## src/rtl/tlc_pkg.sv

```systemverilog
package tlc_pkg;
  localparam int LVL_W = 2;

  typedef logic signed [LVL_W-1:0] level_t;

  localparam level_t LVL_POS  = 2'sb01;
  localparam level_t LVL_ZERO = 2'sb00;
  localparam level_t LVL_NEG  = 2'sb11;

  // Strobes from control to the two datapaths
  typedef struct packed {
    logic encClear;
    logic encLoad;
    logic encStep;
    logic decClear;
    logic decLoad;
  } strobe_t;
endpackage

```

## src/rtl/tlc_ctrl.sv

```systemverilog
module tlc_ctrl
  import tlc_pkg::*;
(
  input  logic    rst,
  input  logic    encValid,
  input  logic    encBit,
  input  logic    decValid,
  output strobe_t strb
);
  always_comb begin
    strb          = '0;
    strb.encClear = rst;
    strb.decClear = rst;
    strb.encLoad  = !rst && encValid;
    strb.encStep  = !rst && encValid && encBit;
    strb.decLoad  = !rst && decValid;
  end
endmodule

```

## src/rtl/tlc_enc_dp.sv

```systemverilog
module tlc_enc_dp
  import tlc_pkg::*;
(
  input  logic    clk,
  input  strobe_t strb,
  output level_t  levelQ,
  output logic    validQ,
  output logic    dirDownQ
);
  level_t levelNext;
  logic   dirNext;

  // Next level on a 1: away from zero by the flag, else back to zero
  always_comb begin
    unique case (levelQ)
      LVL_ZERO: levelNext = dirDownQ ? LVL_NEG : LVL_POS;
      default:  levelNext = LVL_ZERO;
    endcase
  end

  always_comb begin
    if (levelNext == LVL_POS)      dirNext = 1'b1;
    else if (levelNext == LVL_NEG) dirNext = 1'b0;
    else                           dirNext = dirDownQ;
  end

  always_ff @(posedge clk) begin
    if (strb.encClear) begin
      levelQ   <= LVL_ZERO;
      dirDownQ <= 1'b0;
      validQ   <= 1'b0;
    end else begin
      validQ <= strb.encLoad;
      if (strb.encStep) begin
        levelQ   <= levelNext;
        dirDownQ <= dirNext;
      end
    end
  end
endmodule

```

## src/rtl/tlc_dec_dp.sv

```systemverilog
module tlc_dec_dp
  import tlc_pkg::*;
(
  input  logic    clk,
  input  strobe_t strb,
  input  level_t  levelIn,
  output logic    bitQ,
  output logic    validQ
);
  level_t prevQ;

  always_ff @(posedge clk) begin
    if (strb.decClear) begin
      prevQ  <= LVL_ZERO;
      bitQ   <= 1'b0;
      validQ <= 1'b0;
    end else begin
      validQ <= strb.decLoad;
      if (strb.decLoad) begin
        bitQ  <= (levelIn != prevQ);
        prevQ <= levelIn;
      end
    end
  end
endmodule

```

## src/rtl/tlc_codec.sv

```systemverilog
module tlc_codec
  import tlc_pkg::*;
(
  input  logic       clk,
  input  logic       rst,
  input  logic       encValid,
  input  logic       encBit,
  output logic [1:0] encLevel,
  output logic       encLevelValid,
  input  logic       decValid,
  input  logic [1:0] decLevel,
  output logic       decBit,
  output logic       decBitValid
);
  strobe_t strb;
  level_t  encLevelQ;
  logic    encDirDown;

  tlc_ctrl u_ctrl (
    .rst      (rst),
    .encValid (encValid),
    .encBit   (encBit),
    .decValid (decValid),
    .strb     (strb)
  );

  tlc_enc_dp u_enc (
    .clk      (clk),
    .strb     (strb),
    .levelQ   (encLevelQ),
    .validQ   (encLevelValid),
    .dirDownQ (encDirDown)
  );

  tlc_dec_dp u_dec (
    .clk     (clk),
    .strb    (strb),
    .levelIn (level_t'(decLevel)),
    .bitQ    (decBit),
    .validQ  (decBitValid)
  );

  assign encLevel = encLevelQ;
endmodule

```

## config.mk

```make
export PLATFORM = sky130hd
export DESIGN_NAME = tlc_codec
export DESIGN_NICKNAME = d
export VERILOG_FILES = /design/src/rtl/tlc_pkg.sv /design/src/rtl/tlc_ctrl.sv /design/src/rtl/tlc_enc_dp.sv /design/src/rtl/tlc_dec_dp.sv /design/src/rtl/tlc_codec.sv
export SDC_FILE = /design/constraint.sdc
export NUM_CORES = 1
export LEC_CHECK = 0
export CORE_AREA = 5 5 42 44
export DETAILED_ROUTE_END_ITERATION = 10
export DIE_AREA = 0 0 47 49
export DONT_BUFFER_PORTS = 1
export PLACE_DENSITY_LB_ADDON = 0.12
export SYNTH_ARGS = -nofsm -noshare
export SYNTH_HDL_FRONTEND = slang
export SYNTH_SLANG_ARGS = --single-unit
```

## constraint.sdc

```tcl
create_clock -name clk -period 1.8 [get_ports clk]
set_input_delay 0.36 -clock clk [delete_from_list [all_inputs] [get_ports clk]]
set_output_delay 0.36 -clock clk [all_outputs]
set_load 0.01 [all_outputs]
```

* After elaboration in Yosys (flattened, before gate mapping)
Index checks and enable logic that the tools add are counted.
** Cells by class
- Equality and inequality tests :: 3
- Reduce and logical (&&, ||, !) cells :: 7
- Mux-type cells :: 4
** Operators by type and width (number)
- $mux 2 :: 2
- $logic_and 1x1->1 :: 3
- $eq 2x1->1 const B :: 1
- $eq 2x2->1 const B :: 1
- $logic_not 2->1 :: 1
- $mux 1 :: 2
- $ne 2x2->1 :: 1
- $reduce_and 2->1 :: 1
- $reduce_bool 2->1 :: 1
- $logic_not 1->1 :: 1
** Word-level totals
- Word-level logic and storage cells :: 20
- Output and inout port bits :: 5
- Bits of input ports :: 7
- Flip-flop bits (word level) :: 8

* Longest topological paths before layout
- Depth after elaboration :: 5
- Mapped depth :: 3
- Depth with buffers taken out :: 3

* Cells and area by module
Synthesis repeated with hierarchy kept, for this count alone.
** Second synthesis, totals
- Cell total of the unflattened synthesis :: 32
- Area, all modules :: 345.3 sq um
** Modules (own cells, without submodules)
- tlc_enc_dp :: times used 1, seq. area each 80.1 sq um, cells each 14, area an instance 165.2 sq um
- tlc_dec_dp :: times used 1, seq. area each 80.1 sq um, cells each 13, area an instance 143.9 sq um
- tlc_ctrl :: times used 1, seq. area each 0.0 sq um, cells each 5, area an instance 36.3 sq um

* Worst setup path after synthesis
No wires, ideal clock.
- Path type :: input -> register
- Start point :: input encValid
- End point :: register u_enc.levelQ[1]
- Data arrival time :: 0.978 ns
- Stages :: 3
- Library setup time :: 0.070 ns
- Path slack :: 0.752 ns
- Path buffers :: 0
- Path through :: nand2_1 or4b_1 a21oi_1
** Between the ends
- Word-level cells in the longest chain between the ends :: 2
** Ends and longest elaborated chain
- start: declaration :: RTL line tlc_codec.sv:6 : input logic encValid,
- $logic_and 1x1->1 (2 in series) :: RTL line tlc_ctrl.sv:15 : strb.encStep = !rst && encValid && encBit;
- end signal: assignment :: RTL line tlc_enc_dp.sv:35 : levelQ <= levelNext;
- end: declaration :: RTL line tlc_enc_dp.sv:6 : output level_t levelQ,
No other way between the ends.
A chain may end at the register's enable or synchronous reset.

* Worst setup path in the final report
- Start point :: register u_enc.levelQ[1]
- End point :: register u_enc.levelQ[1]
** Between the ends
- Word-level cells in the longest chain between the ends :: 2
** Ends and longest elaborated chain
- $logic_not 2->1 :: RTL line tlc_enc_dp.sv:15 : unique case (levelQ)
- $mux 2 :: RTL line tlc_enc_dp.sv:15
No other way between the ends.

==> impl_metrics.sql <==
INSERT INTO impl_metrics (metric_group, metric, value, unit) VALUES
('run_status', 'run_status', 'completed', ''),
('synth', 'synth_xor_xnor_area_share', '9.170', '%'),
('global_route', 'grt_util_all_layers', '5.716', '%'),
('timing', 'setup_repair_after_global_routing_missed_its_margin', 'false', ''),
('synth', 'mappedNetlistNets', '34', ''),
('placed_design', 'gpl.final_weighted_congestion', '0.5926', ''),
('clock_tree', 'cts_made_buffers', '3', ''),
('clock_tree', 'clk_pin_slew', '60', 'ps'),
('power', 'fin_total_pwr', '0.0003613', 'W'),
('synth', 'synth.area.mux_share', '6.987', '%'),
('job', 'drv.max_cap_violation_count', '0', ''),
('final_layout', 'final_net_count', '39', ''),
('synth', 'ys_seq_area_share', '55.90', '%'),
('global_route', 'vias_in_the_first_global_route', '197', ''),
('synth', 'synth_cell_types', '10', ''),
('final_layout', 'nFillCells', '160', ''),
('drt', 'drt_drc_violations_left', '0', ''),
('drt', 'total_number_of_vias', '196', ''),
('min_path', 'worstHoldPathType', 'primary input to register', ''),
('setup_path', 'cp_top_family', 'simple AND/OR/NAND/NOR gates', ''),
('synth', 'ys_seq_elements', '8', ''),
('floorplan', 'starting_density', '20.45', '%'),
('synth', 'postSynthAreaPerCell', '10.61', 'sq um'),
('setup_path', 'cp_num_buf_inv', '0', ''),
('setup_path', 'critPathMaxStageDelay', '520', 'ps'),
('drt', 'totalWireLength', '548', 'um'),
('clock_tree', 'cts_resized', '0', ''),
('setup_path', 'critical_path_required_time', '1990', 'ps'),
('clock_tree', 'cts_buffer_depth', '2', ''),
('synth', 'synth_compound_area_share', '6.550', '%'),
('floorplan', 'floorplan.die.width', '47', 'um'),
('clock_tree', 'cts.hold.buffers_added', '0', ''),
('timing', 'fin_skew', '0.2215', 'ps'),
('drt', 'route.detailed.vias_per_inst', '4.261', ''),
('final_layout', 'layout_commonest_cell', 'sky130_fd_sc_hd__dfxtp_1', ''),
('floorplan', 'core_region_area', '0.001401', 'sq mm'),
('timing', 'final.setup.tns', '0', 'ps'),
('timing', 'maximum_clock_rate', '931.7', 'MHz'),
('clock_tree', 'ctsHtreeMaxLevel', '1', ''),
('setup_path', 'timing.critical_path.to_type', 'register', ''),
('timing', 'timing.final.crit_period', '1073', 'ps'),
('floorplan', 'number_of_i_o_pins', '12', ''),
('synth', 'yosysWarningCount', '0', ''),
('setup_path', 'critPathKind', 'register to register', ''),
('drt', 'drt_first_pass_iters', '2', ''),
('final_layout', 'area_growth_syn_to_layout', '14.85', '%'),
('global_route', 'grt_first_pass_wirelength', '834', 'um'),
('synth', 'synth_simple_gate_area_share', '21.40', '%'),
('final_layout', 'num_antenna_cells', '0', ''),
('clock_tree', 'cts-root-buf', 'sky130_fd_sc_hd__clkbuf_4', ''),
('power', 'irDropWorstVdd', '0.2856', 'mV'),
('clock_tree', 'clk-insertion-delay-late', '260', 'ps'),
('drt', 'dr.first_iter.drc_count', '3', ''),
('setup_path', 'cp_max_stage_cell', 'sky130_fd_sc_hd__or4b_1', ''),
('timing', 'timing.final.setup_violations', '0', ''),
('clock_tree', 'cts_num_sinks', '8', ''),
('clock_tree', 'post_cts_buffers', '0', ''),
('final_layout', 'design_area', '329.1', 'sq um'),
('floorplan', 'chipHeight', '49', 'um'),
('global_route', 'overflow', '0', ''),
('setup_path', 'timing.critical_path.cells', 'or4b_1, a21oi_1', ''),
('setup_path', 'cp_max_fo', '4', ''),
('synth', 'synth-adder-area-share', '0', '%'),
('setup_path', 'worst_ep_arrival_time', '1260', 'ps'),
('clock_tree', 'clock_tree_from_tritoncts', 'built', ''),
('power', 'leakage', '0.1217', 'nW'),
('final_layout', 'fraction_of_final_layout_cells_sized_beyond_drive_strength_1', '13.33', '%'),
('timing', 'timing.max_slew.rel_slack', '86.29', '%'),
('synth', 'synth_top_family_by_area', 'simple AND/OR/NAND/NOR gates', ''),
('drt', 'antenna_left', '0', ''),
('floorplan', 'die-area', '0.002303', 'sq mm');
==> logic make-up (layout without fill, tap and decap cells) <==
group                     Yosys count  after routing
AOI/OAI and AO/OA                   3              3
DFF                                 8              8
buffers and inverters               0              3
xor gates and xnor gates            3              3
and+or+nand+nor                    11             11
muxes                               2              2
==> metrics by stage <==
stage	std cells	util (%)	setup slack, ps	hold slack [ps]
floorplan	27	-	752.5	429.1
global placement	43	21.88	737.6	432.1
global route	46	23.48	650.3	155.1
finish	46	23.48	726.7	166.9
CTS	46	23.48	711.9	157.9
detailed placement	43	21.88	702.3	435.1
==> power by group <==
| part | internal [W] | switching [W] | leakage, nW | total, W |
|---|---|---|---|---|
| clock network | 0.0000764 | 0.0000631 | 0.0138 | 0.000140 |
| logic | 0.0000145 | 0.00000789 | 0.0418 | 0.0000224 |
| registers | 0.000189 | 0.0000105 | 0.0661 | 0.000199 |
| total | 0.000280 | 0.0000816 | 0.122 | 0.000361 |
==> layout make-up <==
class | count | area (sq um) | area share, %
Multi-Input combinational cell | 19 | 126.4 | 38.40
Sequential cell | 8 | 160.2 | 48.67
Tap cell | 16 | 20.02 | 6.084
Clock buffer | 3 | 22.52 | 6.844
==> flip-flops by register name, indices dropped and copies added, names as in the netlist <==
signal and cells:
u_enc.dirDownQ 1, u_enc.levelQ 2, u_dec.prevQ 2, u_dec.bitQ 1
u_enc.validQ 1, u_dec.validQ 1
==> cell usage after synthesis <==
| cell | number | area share, % |
|---|---|---|
| sky130_fd_sc_hd__xnor2_1 | 3 | 9.2 |
| sky130_fd_sc_hd__and4bb_2 | 1 | 4.4 |
| sky130_fd_sc_hd__nand2_1 | 2 | 2.6 |
| sky130_fd_sc_hd__mux2i_1 | 2 | 7.0 |
| sky130_fd_sc_hd__a21oi_1 | 2 | 3.5 |
| sky130_fd_sc_hd__a311oi_1 | 1 | 3.1 |
| sky130_fd_sc_hd__dfxtp_1 | 8 | 56 |
| sky130_fd_sc_hd__nor2b_1 | 2 | 4.4 |
| sky130_fd_sc_hd__nor2_1 | 5 | 6.6 |
| sky130_fd_sc_hd__or4b_1 | 1 | 3.5 |
==> final timing paths <==
path                    from              end  slack, ps  depth (start not counted)
min                      rst     u_dec.validQ        170                          1
max          u_enc.levelQ[1]  u_enc.levelQ[1]        730                          2
max reg2reg  u_enc.levelQ[1]  u_enc.levelQ[1]        730                          2
min reg2reg   u_enc.dirDownQ   u_enc.dirDownQ        520                          2
==> metal layers <==
| metal | global-route usage (%) | vias to the layer above | routed length, um |
|---|---|---|---|
| met3 | 6.273 | 2 | 61 |
| met2 | 7.466 | 7 | 269 |
| met1 | 4.867 | 89 | 197 |
| met5 | 0 | - | 0 |
| met4 | 4.147 | 0 | 19 |
| li1 | - | 98 | - |
Note: power is estimated with default switching activity, not from simulation.
